`config.mk`:
```
export PLATFORM = sky130hd
export DESIGN_NAME = pipe_ctrl_stager
export DESIGN_NICKNAME = d
export VERILOG_FILES = /design/src/rtl/ctl_pkg.sv /design/src/rtl/ctl_decode.sv /design/src/rtl/stage_reg.sv /design/src/rtl/ex_stage.sv /design/src/rtl/mem_stage.sv /design/src/rtl/pipe_ctrl_stager.sv
export SDC_FILE = /design/constraint.sdc
export NUM_CORES = 1
export LEC_CHECK = 0
export BUFFER_PORTS_ARGS = -buffer_cell sky130_fd_sc_hd__buf_2
export CAP_MARGIN = 20
export CORE_UTILIZATION = 35
export DETAILED_ROUTE_END_ITERATION = 10
export GPL_TIMING_DRIVEN = 0
export HOLD_SLACK_MARGIN = 0.12
export PLACE_DENSITY = 0.57
export SLEW_MARGIN = 10
export SYNTH_ARGS = -nofsm -noshare
export SYNTH_HDL_FRONTEND = slang
export SYNTH_SLANG_ARGS = --single-unit
export TNS_END_PERCENT = 10
```
`constraint.sdc`:
```
create_clock -name clk -period 7.8 [get_ports clk]
set_input_delay 1.56 -clock clk [delete_from_list [all_inputs] [get_ports clk]]
set_output_delay 1.56 -clock clk [all_outputs]
set_load 0.005 [all_outputs]
```
`src/rtl/ctl_pkg.sv`:
```
package ctl_pkg;

    localparam int XLEN     = 32;
    localparam int RIDX     = 5;
    localparam int OPW      = 6;
    localparam int IMMW     = 16;
    localparam int OP_HI    = 31;
    localparam int RT_HI    = 20;
    localparam int RD_HI    = 15;
    localparam int BR_SHIFT = 2;

    localparam logic [OPW-1:0] OP_REG   = 6'b000000;
    localparam logic [OPW-1:0] OP_LOAD  = 6'b100011;
    localparam logic [OPW-1:0] OP_STORE = 6'b101011;
    localparam logic [OPW-1:0] OP_BEQ   = 6'b000100;

    typedef enum logic [1:0] {
        ALU_ADD  = 2'b00,
        ALU_SUB  = 2'b01,
        ALU_FUNC = 2'b10,
        ALU_RSV  = 2'b11
    } alu_cls_e;

    typedef struct packed {
        logic     use_imm;
        alu_cls_e alu_cls;
        logic     pick_rd;
    } ex_grp_t;

    typedef struct packed {
        logic rd_en;
        logic wr_en;
        logic is_br;
    } mem_grp_t;

    typedef struct packed {
        logic wr_reg;
        logic from_mem;
    } wb_grp_t;

    typedef struct packed {
        ex_grp_t  ex;
        mem_grp_t mem;
        wb_grp_t  wb;
    } ctl_t;

    typedef struct packed {
        ctl_t             ctl;
        logic [RIDX-1:0]  rt;
        logic [RIDX-1:0]  rd;
        logic [XLEN-1:0]  pc4;
        logic [XLEN-1:0]  imm;
    } idex_t;

    typedef struct packed {
        mem_grp_t         mem;
        wb_grp_t          wb;
        logic             zero;
        logic [RIDX-1:0]  dest;
        logic [XLEN-1:0]  target;
    } exmem_t;

    typedef struct packed {
        wb_grp_t          wb;
        logic [RIDX-1:0]  dest;
    } memwb_t;

    function automatic ctl_t decode_op(input logic [OPW-1:0] op);
        ctl_t c;
        c = '0;
        c.ex.alu_cls = ALU_ADD;
        unique case (op)
            OP_REG: begin
                c.ex.pick_rd = 1'b1;
                c.ex.alu_cls = ALU_FUNC;
                c.wb.wr_reg  = 1'b1;
            end
            OP_LOAD: begin
                c.ex.use_imm  = 1'b1;
                c.mem.rd_en   = 1'b1;
                c.wb.from_mem = 1'b1;
                c.wb.wr_reg   = 1'b1;
            end
            OP_STORE: begin
                c.ex.use_imm = 1'b1;
                c.mem.wr_en  = 1'b1;
            end
            OP_BEQ: begin
                c.mem.is_br  = 1'b1;
                c.ex.alu_cls = ALU_SUB;
            end
            default: c = '0;
        endcase
        return c;
    endfunction

    function automatic logic [XLEN-1:0] sext_imm(input logic [IMMW-1:0] v);
        return {{(XLEN-IMMW){v[IMMW-1]}}, v};
    endfunction

endpackage

```
`src/rtl/ctl_decode.sv`:
```
module ctl_decode
    import ctl_pkg::*;
(
    input  logic [XLEN-1:0] instr,
    input  logic [XLEN-1:0] pc4,
    output idex_t           pkt
);
    localparam int OP_LO = OP_HI - OPW + 1;
    localparam int RT_LO = RT_HI - RIDX + 1;
    localparam int RD_LO = RD_HI - RIDX + 1;

    always_comb begin
        pkt     = '0;
        pkt.ctl = decode_op(instr[OP_HI:OP_LO]);
        pkt.rt  = instr[RT_HI:RT_LO];
        pkt.rd  = instr[RD_HI:RD_LO];
        pkt.pc4 = pc4;
        pkt.imm = sext_imm(instr[IMMW-1:0]);
    end
endmodule

```
`src/rtl/stage_reg.sv`:
```
module stage_reg #(
    parameter int W = 8
) (
    input  logic         clk,
    input  logic         rst,
    input  logic [W-1:0] d,
    output logic [W-1:0] q
);
    always_ff @(posedge clk) begin
        if (rst) q <= '0;
        else     q <= d;
    end
endmodule

```
`src/rtl/ex_stage.sv`:
```
module ex_stage
    import ctl_pkg::*;
(
    input  idex_t           cur,
    input  logic            zero,
    output logic [RIDX-1:0] dest,
    output exmem_t          nxt
);
    logic [XLEN-1:0] offs;

    assign dest = cur.ctl.ex.pick_rd ? cur.rd : cur.rt;
    assign offs = cur.imm << BR_SHIFT;

    always_comb begin
        nxt        = '0;
        nxt.mem    = cur.ctl.mem;
        nxt.wb     = cur.ctl.wb;
        nxt.zero   = zero;
        nxt.dest   = dest;
        nxt.target = cur.pc4 + offs;
    end
endmodule

```
`src/rtl/mem_stage.sv`:
```
module mem_stage
    import ctl_pkg::*;
(
    input  exmem_t cur,
    output logic   take_br,
    output memwb_t nxt
);
    assign take_br = cur.mem.is_br & cur.zero;

    always_comb begin
        nxt      = '0;
        nxt.wb   = cur.wb;
        nxt.dest = cur.dest;
    end
endmodule

```
`src/rtl/pipe_ctrl_stager.sv`:
```
module pipe_ctrl_stager
    import ctl_pkg::*;
(
    input  logic            clk,
    input  logic            rst,
    input  logic [XLEN-1:0] id_instr,
    input  logic [XLEN-1:0] id_pc4,
    input  logic            ex_zero,
    output logic            ex_alu_src,
    output logic [1:0]      ex_alu_op,
    output logic [XLEN-1:0] ex_imm,
    output logic [RIDX-1:0] ex_dest,
    output logic            mem_read,
    output logic            mem_write,
    output logic            mem_pc_src,
    output logic [XLEN-1:0] mem_br_target,
    output logic            wb_reg_write,
    output logic            wb_mem_to_reg,
    output logic [RIDX-1:0] wb_dest
);
    localparam int W_IDEX  = $bits(idex_t);
    localparam int W_EXMEM = $bits(exmem_t);
    localparam int W_MEMWB = $bits(memwb_t);
    localparam int RS_HI   = OP_HI - OPW;
    localparam int RS_LO   = RS_HI - RIDX + 1;

    logic   unused_rs;
    idex_t  id_pkt, idex_q;
    exmem_t ex_pkt, exmem_q;
    memwb_t mem_pkt, memwb_q;

    assign unused_rs = ^id_instr[RS_HI:RS_LO];

    ctl_decode u_dec (
        .instr (id_instr),
        .pc4   (id_pc4),
        .pkt   (id_pkt)
    );

    stage_reg #(.W(W_IDEX)) u_idex (
        .clk (clk), .rst (rst), .d (id_pkt), .q (idex_q)
    );

    ex_stage u_ex (
        .cur  (idex_q),
        .zero (ex_zero),
        .dest (ex_dest),
        .nxt  (ex_pkt)
    );

    stage_reg #(.W(W_EXMEM)) u_exmem (
        .clk (clk), .rst (rst), .d (ex_pkt), .q (exmem_q)
    );

    mem_stage u_mem (
        .cur     (exmem_q),
        .take_br (mem_pc_src),
        .nxt     (mem_pkt)
    );

    stage_reg #(.W(W_MEMWB)) u_memwb (
        .clk (clk), .rst (rst), .d (mem_pkt), .q (memwb_q)
    );

    assign ex_alu_src    = idex_q.ctl.ex.use_imm;
    assign ex_alu_op     = idex_q.ctl.ex.alu_cls;
    assign ex_imm        = idex_q.imm;
    assign mem_read      = exmem_q.mem.rd_en;
    assign mem_write     = exmem_q.mem.wr_en;
    assign mem_br_target = exmem_q.target;
    assign wb_reg_write  = memwb_q.wb.wr_reg;
    assign wb_mem_to_reg = memwb_q.wb.from_mem;
    assign wb_dest       = memwb_q.dest;
endmodule

```
==> results of run 1 <==
sequential cells by signal, indices dropped and copies added (netlist names):
register   count
u_idex.q      60
u_exmem.q     42
u_memwb.q      7
placed cells by master (no fill, tap or decap), drive strengths merged, types with 6 or more instances in the layout:
master / count
nand3: 9
and2: 6
xnor2: 11
clkbuf: 26
nand4: 7
nand2: 19
nor2b: 83
o21ai: 16
a21oi: 30
buf: 214
a21o: 10
ha: 29
dfxtp: 109
mux2: 8
xor2: 9
inv: 12
nor3: 11
nor2: 40
layer usage:
layer  share of wire  vias up  GRT usage
met5               0        -          0
met4           0.022        0     0.0777
met3           0.051       14     0.0330
met2            0.49       98      0.271
met1            0.44     1819      0.198
li1                -     2050          -
power by group through the flow:
stage	Combinational, mW	Clock [mW]	Sequential (mW)
after global placement	0.201	0	0.616
after CTS	0.207	0.515	0.602
after detailed placement	0.206	0	0.615
final	0.204	0.500	0.601
after floorplan	0.136	0	0.611
after global routing	0.228	0.538	0.605
Yosys cell counts (2+ instances only):
| cell | instances | area [µm²] |
|---|---|---|
| sky130_fd_sc_hd__a21oi_1 | 28 | 140 |
| sky130_fd_sc_hd__o21ai_0 | 12 | 60.1 |
| sky130_fd_sc_hd__o211ai_1 | 2 | 15.0 |
| sky130_fd_sc_hd__a221oi_1 | 2 | 17.5 |
| sky130_fd_sc_hd__o21ai_1 | 4 | 20.0 |
| sky130_fd_sc_hd__nor2b_1 | 83 | 519 |
| sky130_fd_sc_hd__nor3_1 | 11 | 55.1 |
| sky130_fd_sc_hd__a31oi_1 | 2 | 12.5 |
| sky130_fd_sc_hd__ha_1 | 29 | 363 |
| sky130_fd_sc_hd__a21o_1 | 10 | 75.1 |
| sky130_fd_sc_hd__xnor2_1 | 11 | 96.3 |
| sky130_fd_sc_hd__o22ai_1 | 2 | 12.5 |
| sky130_fd_sc_hd__or3_1 | 4 | 25.0 |
| sky130_fd_sc_hd__and2_1 | 4 | 25.0 |
| sky130_fd_sc_hd__nand2b_1 | 3 | 18.8 |
| sky130_fd_sc_hd__buf_4 | 71 | 533 |
| sky130_fd_sc_hd__a21boi_0 | 2 | 15.0 |
| sky130_fd_sc_hd__nand4_1 | 7 | 43.8 |
| sky130_fd_sc_hd__nand3_1 | 9 | 45.0 |
| sky130_fd_sc_hd__clkbuf_1 | 17 | 63.8 |
| sky130_fd_sc_hd__nand2_1 | 18 | 67.6 |
| sky130_fd_sc_hd__dfxtp_1 | 109 | 2180 |
| sky130_fd_sc_hd__o21a_1 | 4 | 30.0 |
| sky130_fd_sc_hd__o21bai_1 | 4 | 30.0 |
| sky130_fd_sc_hd__xor2_1 | 9 | 78.8 |
| sky130_fd_sc_hd__inv_1 | 9 | 33.8 |
| sky130_fd_sc_hd__and2_4 | 2 | 17.5 |
| sky130_fd_sc_hd__o2111ai_1 | 2 | 17.5 |
| sky130_fd_sc_hd__a21oi_2 | 2 | 17.5 |
| sky130_fd_sc_hd__mux2_2 | 6 | 67.6 |
| sky130_fd_sc_hd__nor2_1 | 40 | 150 |
| sky130_fd_sc_hd__and3_1 | 3 | 18.8 |
worst max-delay path by stage:
stage | slack (ps) | start | endpoint | cells after the start
finish | 4490 | rst | u_exmem.q[23]$_SDFF_PP0_ | 5
global route | 4200 | rst | u_exmem.q[24]$_SDFF_PP0_ | 5
CTS | 4380 | rst | u_exmem.q[23]$_SDFF_PP0_ | 5
detailed placement | 3990 | rst | u_exmem.q[23]$_SDFF_PP0_ | 5
global placement | 4030 | rst | u_exmem.q[19]$_SDFF_PP0_ | 5
floorplan | 4960 | rst | u_exmem.q[16]$_SDFF_PP0_ | 5
kinds of logic after synthesis:
family	count (synthesis)
adder cells (fa/ha/maj)	30
AO/OA/AOI/OAI	84
AND/OR/NAND/NOR	194
XOR/XNOR	20
multiplexers	8
flip-flops	109
buffers and inverters	97
final cells by class:
type	count	area, µm²
plain buffers	88	597
clock buffers	9	225
clock inverters	7	104
fillers	1398	7620
inverters	9	33.8
multi-input cells	336	2260
flip-flops and latches	109	2180
well taps	180	225
repair buffers	143	738
per-stage QoR:
stage / power [mW] / setup slack, ps / instances / cell area [µm²] / utilization
2_1_floorplan: 0.748 / 4960 / 542 / 5070 / -
3_3_place_gp: 0.817 / 4030 / 864 / 6010 / 0.430
3_5_place_dp: 0.821 / 3990 / 865 / 6040 / 0.432
4_1_cts: 1.32 / 4380 / 881 / 6370 / 0.455
5_1_grt: 1.37 / 4200 / 881 / 6370 / 0.455
6_report: 1.31 / 4490 / 881 / 6370 / 0.455
worst register-to-register path, delay by kind of cell (launching register included):
kind	cells	cell delay [ps]
flops	1	750
simple gates	2	650
compound gates	4	570
fa+ha+maj	1	320
mux	1	300
buf+inv	1	230
==> flow_summary.ini, run 1 <==
[floorplanning]
top_level_ports = 149
chipHeight_um = 122
dieWidth_um = 122
initial_core_util = 0.363
coreArea_mm2 = 0.0140
die_area_mm2 = 0.0150
row_count = 43

[clock_tree]
number_of_buffers_created_by_cts = 9
clkSinkCount = 109
cts_hold_repair.buffers = 0
tritoncts = done
post-cts-setup-buffers = 0
ctsHtreeMaxLevel = 3
cts-root-buf = sky130_fd_sc_hd__clkbuf_16
post_cts_resized = 0
path_clk_slew_ps = 70
cts-root-to-sink-buffers = 2
clk_latency_ps = 350

[critical_path]
critical_path.max_fanout = 10
crit_chain = clkbuf_1, clkbuf_1, clkbuf_1, clkbuf_1, nor2_1
endpoint_kind = register
crit_family = buffers and inverters
cp_peak_stage_delay_ps = 540
reg2reg_from = u_idex.q[68]$_SDFF_PP0_
worst_r2r_path_depth = 9
worstPathRequired_ps = 8020
critPathSlowestCell = sky130_fd_sc_hd__clkbuf_1
rr_endpoint = u_exmem.q[31]$_SDFF_PP0_
crit_top_cell = sky130_fd_sc_hd__clkbuf_1
critical_path_class = input port to register
register_to_register_setup_slack_ps = 4870
arrival_time_of_the_worst_setup_path_ps = 3520
worstSetupStartpointType = input port
path_buf_inv = 4

[job]
drv.max_cap_violation_count = 0

[grt]
global_route.usage.total = 0.162
largest_net_degree_at_the_start_of_global_routing = 20
overflow = 0
first_global_vias = 3816
grt_pass1_wl_mm = 18.3
antenna_found_initial = 0

[final_layout]
finish.net_count = 793
final_layout_size_suffix_gt1_frac = 0.352
syn2layout_area_growth_pct = 25.5
diodes = 0

[hold_path]
worstHoldEndpoint = u_memwb.q[2]$_SDFF_PP0_
hold_path_startpoint = u_exmem.q[34]$_SDFF_PP0_
hold_depth = 1
hold_class = register to register

[place]
placement.io_buffers = 142
dp_hpwl_mm = 9.23
routability_congestion_estimate_from_global_placement = 0.872

[sta]
fin_setup_tns_ps = 0
final_max_slew_viol_count = 0
skew_ps = 10.4
final.period_utilization = 0.424
layout_min_cycle_time_ps = 3310
clock.fmax_mhz = 302
timing.final.hold_violations = 0
worst_pin_slew_ps = 671
max-slew-margin-rel = 0.552
setup-violations-final = 0
grt_setup_unrepaired = false
timing.hold.ws_ps = 438

[pwr]
comb_power_share = 0.156
static-leakage-power_nw = 3.10
p_switching_mw = 0.322
cell_internal_pwr_mw = 0.984
power.share.clock = 0.383
switching_share = 0.247
vdd_drop_max_uv = 94.8
power_per_cell_area_mw_per_mm2 = 205
seqPwrFrac = 0.461

[detailed_routing]
ant_nets = 0
totalWireLength_mm = 11.6
drc_errors = 0
num_vias = 3981
wl_per_cell_um = 13.2
drt_iter0_drc = 108
detail_route.first_pass.iterations = 4
vias_per_cell = 4.52

[synthesis]
synthesis.area_per_instance_um2 = 9.36
yosys_warnings = 0
mapped_area_mm2 = 0.00507
synth_nets = 639
yosys.area_share.adder = 0.0754
synth-compound-area-share = 0.106
synth_cell_types = 53
yosys.area_share.simple = 0.211
synth_mux_area_frac = 0.0185
postSynthRegisterBits = 109
yosys.area_share.xor_xnor = 0.0345
synth_edf_count = 0
synthFlopType = sky130_fd_sc_hd__dfxtp_1
synth_async_sr_flop_share = 0
synthesis.instances = 542
ys_seq_area_frac = 0.430
synth_top_family_by_area = simple AND/OR/NAND/NOR gates

[run_status]
outcome = finished clean
Note: power is estimated with default switching activity, not from simulation.
==> inputs of run 2 (changes only) <==
--- a/config.mk
+++ b/config.mk
@@ -5,13 +5,14 @@
 export SDC_FILE = /design/constraint.sdc
 export NUM_CORES = 1
 export LEC_CHECK = 0
+export ABC_AREA = 1
 export BUFFER_PORTS_ARGS = -buffer_cell sky130_fd_sc_hd__buf_2
 export CAP_MARGIN = 20
 export CORE_UTILIZATION = 35
 export DETAILED_ROUTE_END_ITERATION = 10
 export GPL_TIMING_DRIVEN = 0
 export HOLD_SLACK_MARGIN = 0.12
-export PLACE_DENSITY = 0.57
+export PLACE_DENSITY = 0.56
 export SLEW_MARGIN = 10
 export SYNTH_ARGS = -nofsm -noshare
 export SYNTH_HDL_FRONTEND = slang
==> constraint.sdc (replaced) <==
create_clock -name clk -period 3.47 [get_ports clk]
set_input_delay 0.694 -clock clk [delete_from_list [all_inputs] [get_ports clk]]
set_output_delay 0.694 -clock clk [all_outputs]
set_load 0.005 [all_outputs]
==> flow_summary.ini, run 2 <==
[run_status]
outcome = finished clean

[pwr]
seqPwrFrac = 0.463
power.share.clock = 0.372
comb_power_share = 0.165
vdd_drop_max_uv = 223
p_switching_mw = 0.781
cell_internal_pwr_mw = 2.13
switching_share = 0.268
static-leakage-power_nw = 4.21
power_per_cell_area_mw_per_mm2 = 412
design_power_total_mw = 2.91

[clock_tree]
clk_latency_ps = 350
path_clk_slew_ps = 80
cts-root-to-sink-buffers = 2
ctsHtreeMaxLevel = 3
number_of_buffers_created_by_cts = 9
cts_hold_repair.buffers = 0
clkSinkCount = 109
post_cts_resized = 0
cts-root-buf = sky130_fd_sc_hd__clkbuf_16
tritoncts = done
post-cts-setup-buffers = 0

[synthesis]
synthesis.instances = 848
synthFlopType = sky130_fd_sc_hd__dfxtp_1
synth_cell_types = 28
synth_nets = 945
mapped_area_mm2 = 0.00573
postSynthRegisterBits = 109
yosysMostFrequentCell = sky130_fd_sc_hd__nand2_1
synth.area.top_cells = sky130_fd_sc_hd__dfxtp_1 (38%), sky130_fd_sc_hd__nand2_1 (13%), sky130_fd_sc_hd__inv_1 (11%)
synth_top_cell_area_share = 0.381
synth_top_cell_by_area = sky130_fd_sc_hd__dfxtp_1
yosys_warnings = 0
synth_edf_count = 0
synthesis.area_per_instance_um2 = 6.75
post_synth_most_frequent_cells = sky130_fd_sc_hd__nand2_1 (202), sky130_fd_sc_hd__inv_1 (171), sky130_fd_sc_hd__nor2_1 (138)
ys_seq_area_frac = 0.381
synth_async_sr_flop_share = 0

[detailed_routing]
drc_errors = 0
drt_iter0_drc = 197
wl_per_cell_um = 10.8
vias_per_cell = 4.06
totalWireLength_mm = 13.2
num_vias = 4968
ant_nets = 0
detail_route.first_pass.iterations = 4

[critical_path]
arrival_time_of_the_worst_setup_path_ps = 1740
critPathSlowestCell = sky130_fd_sc_hd__dfxtp_1
cp_peak_stage_delay_ps = 770
crit_chain = buf_16, nand2_1, nand2_1, buf_4, buf_2
worstSetupStartpointType = register
crit_top_cell = sky130_fd_sc_hd__nand2_1
worstPathRequired_ps = 2780
critical_path_class = register to primary output
register_to_register_setup_slack_ps = 1170
reg2reg_from = u_idex.q[68]$_SDFF_PP0_
endpoint_kind = primary output
worst_r2r_path_depth = 11
critical_path.max_fanout = 18
rr_endpoint = u_exmem.q[24]$_SDFF_PP0_

[grt]
overflow = 0
global_route.usage.total = 0.162
grt_pass1_wl_mm = 20.7
largest_net_degree_at_the_start_of_global_routing = 21
antenna_found_initial = 0
first_global_vias = 4393

[sta]
final_max_slew_viol_count = 0
fin_setup_tns_ps = 0
skew_ps = 9.11
clock.fmax_mhz = 410
setup-violations-final = 0
final.period_utilization = 0.703
grt_setup_unrepaired = false
layout_min_cycle_time_ps = 2440
max-slew-margin-rel = 0.540
worst_pin_slew_ps = 689
timing.final.hold_violations = 0

[floorplanning]
coreArea_mm2 = 0.0159
dieWidth_um = 130
chipHeight_um = 130
row_count = 46
die_area_mm2 = 0.0169
initial_core_util = 0.359
top_level_ports = 149

[final_layout]
syn2layout_area_growth_pct = 23.3
most-common-layout-cells = sky130_fd_sc_hd__nand2_1 (202), sky130_fd_sc_hd__inv_1 (171), sky130_fd_sc_hd__buf_2 (143), sky130_fd_sc_hd__nor2_1 (138), sky130_fd_sc_hd__dfxtp_1 (109)
final_layout_size_suffix_gt1_frac = 0.247
layout.core_utilization = 0.443
max_flop_register = u_idex.q
post-route-cell-area_mm2 = 0.00706
layout_top_registers = u_idex.q x60, u_exmem.q x42, u_memwb.q x7
largest_reg_flops = 60
diodes = 0
finish.net_count = 1100
mostFrequentLayoutCell = sky130_fd_sc_hd__nand2_1

[hold_path]
worstHoldEndpoint = u_memwb.q[4]$_SDFF_PP0_
hold_depth = 2
hold_class = register to register
hold_path_startpoint = u_exmem.q[36]$_SDFF_PP0_

[place]
place_area_mm2 = 0.00674
dp_hpwl_mm = 10.8
placement.io_buffers = 143
routability_congestion_estimate_from_global_placement = 0.832

[job]
drv.max_cap_violation_count = 0
==> run 2: worst max path at each step <==
stage	depth (start not counted)	slack (ps)	from	endpoint
final	5	1030	u_idex.q[68]$_SDFF_PP0_	ex_dest[4]
after global routing	11	910	u_idex.q[68]$_SDFF_PP0_	u_exmem.q[24]$_SDFF_PP0_
after CTS	5	990	u_idex.q[68]$_SDFF_PP0_	ex_dest[4]
after detailed placement	11	1150	u_idex.q[68]$_SDFF_PP0_	u_exmem.q[24]$_SDFF_PP0_
after global placement	9	860	u_idex.q[68]$_SDFF_PP0_	u_exmem.q[28]$_SDFF_PP0_
after floorplan	9	1400	u_idex.q[68]$_SDFF_PP0_	u_exmem.q[31]$_SDFF_PP0_
==> run 2: cell families after synthesis <==
family | Yosys count | share of synthesized area
AOI/OAI and AO/OA | 61 | 0.0590
xor gates and xnor gates | 2 | 0.00306
adders and majority gates | 30 | 0.0668
buffers and inverters | 254 | 0.214
DFF | 109 | 0.381
and+or+nand+nor | 392 | 0.276
==> run 2: layout make-up <==
class	instances	area [µm²]
tap	216	270
buffer	82	582
timing repair buffer	144	743
sequential	109	2180
clock buffer	10	229
fill	1722	8880
inverter	172	646
clock inverter	6	91.3
multi-input combinational	485	2320
==> run 2: worst max-delay path, delay by kind of cell, from the launching register on <==
kind / cells / cell delay (ps)
DFF: 1 / 770
buffers and inverters: 3 / 420
and+or+nand+nor: 2 / 200
==> run 2: power groups by stage <==
| stage | clock network [mW] | registers (mW) | logic, mW |
|---|---|---|---|
| 3_5_place_dp | 0 | 1.38 | 0.484 |
| 6_report | 1.08 | 1.35 | 0.481 |
| 5_1_grt | 1.16 | 1.36 | 0.548 |
| 4_1_cts | 1.11 | 1.35 | 0.486 |
| 2_1_floorplan | 0 | 1.37 | 0.318 |
| 3_3_place_gp | 0 | 1.38 | 0.476 |
==> run 2: metrics by stage <==
stage               setup slack (ps)  std cells  hold slack [ps]
global route                     908       1224              414
global placement                 855       1207              389
detailed placement              1150       1208              392
floorplan                       1400        848              388
finish                          1030       1224              402
CTS                              989       1224              403
==> run 2: metal layers <==
| metal | wire, µm | up-vias | global-route usage |
|---|---|---|---|
| met5 | 0 | - | 0 |
| met2 | 5870 | 104 | 0.272 |
| met4 | 199 | 0 | 0.0595 |
| met1 | 6340 | 2095 | 0.202 |
| met3 | 759 | 12 | 0.0390 |
| li1 | - | 2757 | - |
==> inputs of run 3 (changes only) <==
==> constraint.sdc (replaced) <==
create_clock -name clk -period 2.53 [get_ports clk]
set_input_delay 0.506 -clock clk [delete_from_list [all_inputs] [get_ports clk]]
set_output_delay 0.506 -clock clk [all_outputs]
set_load 0.005 [all_outputs]
==> flow_summary.ini, run 3 (synthesized netlist as in run 2, its figures left out) <==
[sta]
grt_setup_unrepaired = false
skew_ps = 9.11
clock.fmax_mhz = 460
worst_pin_slew_ps = 689
final.period_utilization = 0.859
timing.final.hold_violations = 0
layout_min_cycle_time_ps = 2170
setup-violations-final = 0
worst_slack_ps = 358
final_max_slew_viol_count = 0
max-slew-margin-rel = 0.540

[floorplanning]
coreArea_mm2 = 0.0159
chipHeight_um = 130
row_count = 46
initial_core_util = 0.359
top_level_ports = 149
dieWidth_um = 130
die_area_mm2 = 0.0169

[detailed_routing]
wl_per_cell_um = 10.8
drc_errors = 0
drt_iter0_drc = 197
totalWireLength_mm = 13.2
ant_nets = 0
vias_per_cell = 4.06
detail_route.first_pass.iterations = 4
num_vias = 4968

[critical_path]
arrival_time_of_the_worst_setup_path_ps = 2420
register_to_register_setup_slack_ps = 360
rr_endpoint = u_exmem.q[18]$_SDFF_PP0_
worstPathRequired_ps = 2770
reg2reg_from = u_idex.q[0]$_SDFF_PP0_
critical_path_class = register to register
worst_r2r_path_depth = 11
endpoint_kind = register
critical_path.max_fanout = 5
worstSetupStartpointType = register

[pwr]
comb_power_share = 0.165
switching_share = 0.268
p_switching_mw = 1.07
vdd_drop_max_uv = 306
power_per_cell_area_mw_per_mm2 = 566
static-leakage-power_nw = 4.21
power.share.clock = 0.372
cell_internal_pwr_mw = 2.92
design_power_total_mw = 3.99
seqPwrFrac = 0.463

[place]
dp_worst_slack_ps = 208
dp_hpwl_mm = 10.8
routability_congestion_estimate_from_global_placement = 0.832
placement.io_buffers = 143

[grt]
use_met3 = 0.0390
global_route.usage.total = 0.162
largest_net_degree_at_the_start_of_global_routing = 21
first_global_vias = 4393
gr-usage-met2 = 0.272
grt_most_used_layer = met2
grt_pass1_wl_mm = 20.7
grt.met1_usage = 0.202
antenna_found_initial = 0
overflow = 0

[final_layout]
syn2layout_area_growth_pct = 23.3
mostFrequentLayoutCell = sky130_fd_sc_hd__nand2_1
finish.net_count = 1100
largest_reg_flops = 60
final_layout_size_suffix_gt1_frac = 0.248
most-common-layout-cells = sky130_fd_sc_hd__nand2_1 (202), sky130_fd_sc_hd__inv_1 (171), sky130_fd_sc_hd__buf_2 (143), sky130_fd_sc_hd__nor2_1 (138), sky130_fd_sc_hd__dfxtp_1 (108)
layout_top_registers = u_idex.q x60, u_exmem.q x42, u_memwb.q x7
max_flop_register = u_idex.q
diodes = 0

[hold_path]
worstHoldEndpoint = u_idex.q[72]$_SDFF_PP0_
hold_depth = 3
hold_class = input port to register
hold_path_startpoint = id_instr[19]

[clock_tree]
clk_latency_ps = 350
tritoncts = done
path_clk_slew_ps = 80
ctsHtreeMaxLevel = 3
number_of_buffers_created_by_cts = 9
cts-root-buf = sky130_fd_sc_hd__clkbuf_16
cts-root-to-sink-buffers = 2
clkSinkCount = 109

[run_status]
outcome = finished clean

[job]
drv.max_cap_violation_count = 0
[run 3: cell counts in the layout (fill, tap and decap cells not counted)]
No cell type changed its count.
[run 3: stage by stage]
step | util | instance area, µm² | hold WS [ps] | instances | setup TNS, ps
after floorplan | - | 5730 | 388 | 848 | 0
after global placement | 0.421 | 6710 | 389 | 1207 | -383
after detailed placement | 0.423 | 6740 | 392 | 1208 | 0
after CTS | 0.443 | 7060 | 331 | 1224 | 0
after global routing | 0.443 | 7060 | 332 | 1224 | 0
final | 0.443 | 7060 | 341 | 1224 | 0
[run 3: worst max-delay path: stages (launching register included)]
cell and delay (ps):
sky130_fd_sc_hd__dfxtp_1 350, sky130_fd_sc_hd__ha_1 240, sky130_fd_sc_hd__inv_1 70, sky130_fd_sc_hd__fa_1 410
sky130_fd_sc_hd__inv_1 120, sky130_fd_sc_hd__nand3_1 70, sky130_fd_sc_hd__nand3_1 190, sky130_fd_sc_hd__nand2_1 110
sky130_fd_sc_hd__a21oi_1 210, sky130_fd_sc_hd__nor2_1 60, sky130_fd_sc_hd__o21ai_0 140, sky130_fd_sc_hd__nor2_1 80
[run 3: what timing repair did]
item | CTS | global route
resized for setup | 0 | 1
hold buffers | 0 | 0
buffers inserted | 0 | 0
endpoints found under the setup margin | 0 | 5
[run 3: worst max-delay path by stage]
| stage | from | endpoint | slack, ps | cells past startpoint |
|---|---|---|---|---|
| after floorplan | u_idex.q[68]$_SDFF_PP0_ | u_exmem.q[31]$_SDFF_PP0_ | 460 | 9 |
| after global placement | u_idex.q[68]$_SDFF_PP0_ | u_exmem.q[28]$_SDFF_PP0_ | -80 | 9 |
| after detailed placement | u_idex.q[68]$_SDFF_PP0_ | u_exmem.q[24]$_SDFF_PP0_ | 210 | 11 |
| after CTS | u_idex.q[68]$_SDFF_PP0_ | u_exmem.q[24]$_SDFF_PP0_ | 180 | 11 |
| after global routing | u_idex.q[0]$_SDFF_PP0_ | u_exmem.q[18]$_SDFF_PP0_ | 180 | 11 |
| final | u_idex.q[0]$_SDFF_PP0_ | u_exmem.q[18]$_SDFF_PP0_ | 360 | 11 |
[run 3: power by group through the flow]
stage,sequential (mW),combinational [mW],clock (mW)
after floorplan,1.88,0.436,0
after global placement,1.89,0.653,0
after detailed placement,1.89,0.664,0
after CTS,1.85,0.667,1.52
after global routing,1.86,0.751,1.59
final,1.85,0.659,1.49
[run 3: area by class of cell]
type,count,area [µm²]
Fill cell,1722,8880
Clock inverter,6,91.3
Inverter,172,646
Timing Repair Buffer,144,743
Sequential cell,109,2180
Clock buffer,10,229
Tap cell,216,270
Buffer,82,582
Multi-Input combinational cell,485,2320
[run 3: metal layers]
layer / part of all wire / up-vias
li1: - / 2757
met1: 0.48 / 2095
met2: 0.45 / 104
met5: 0 / -
met3: 0.058 / 12
met4: 0.015 / 0
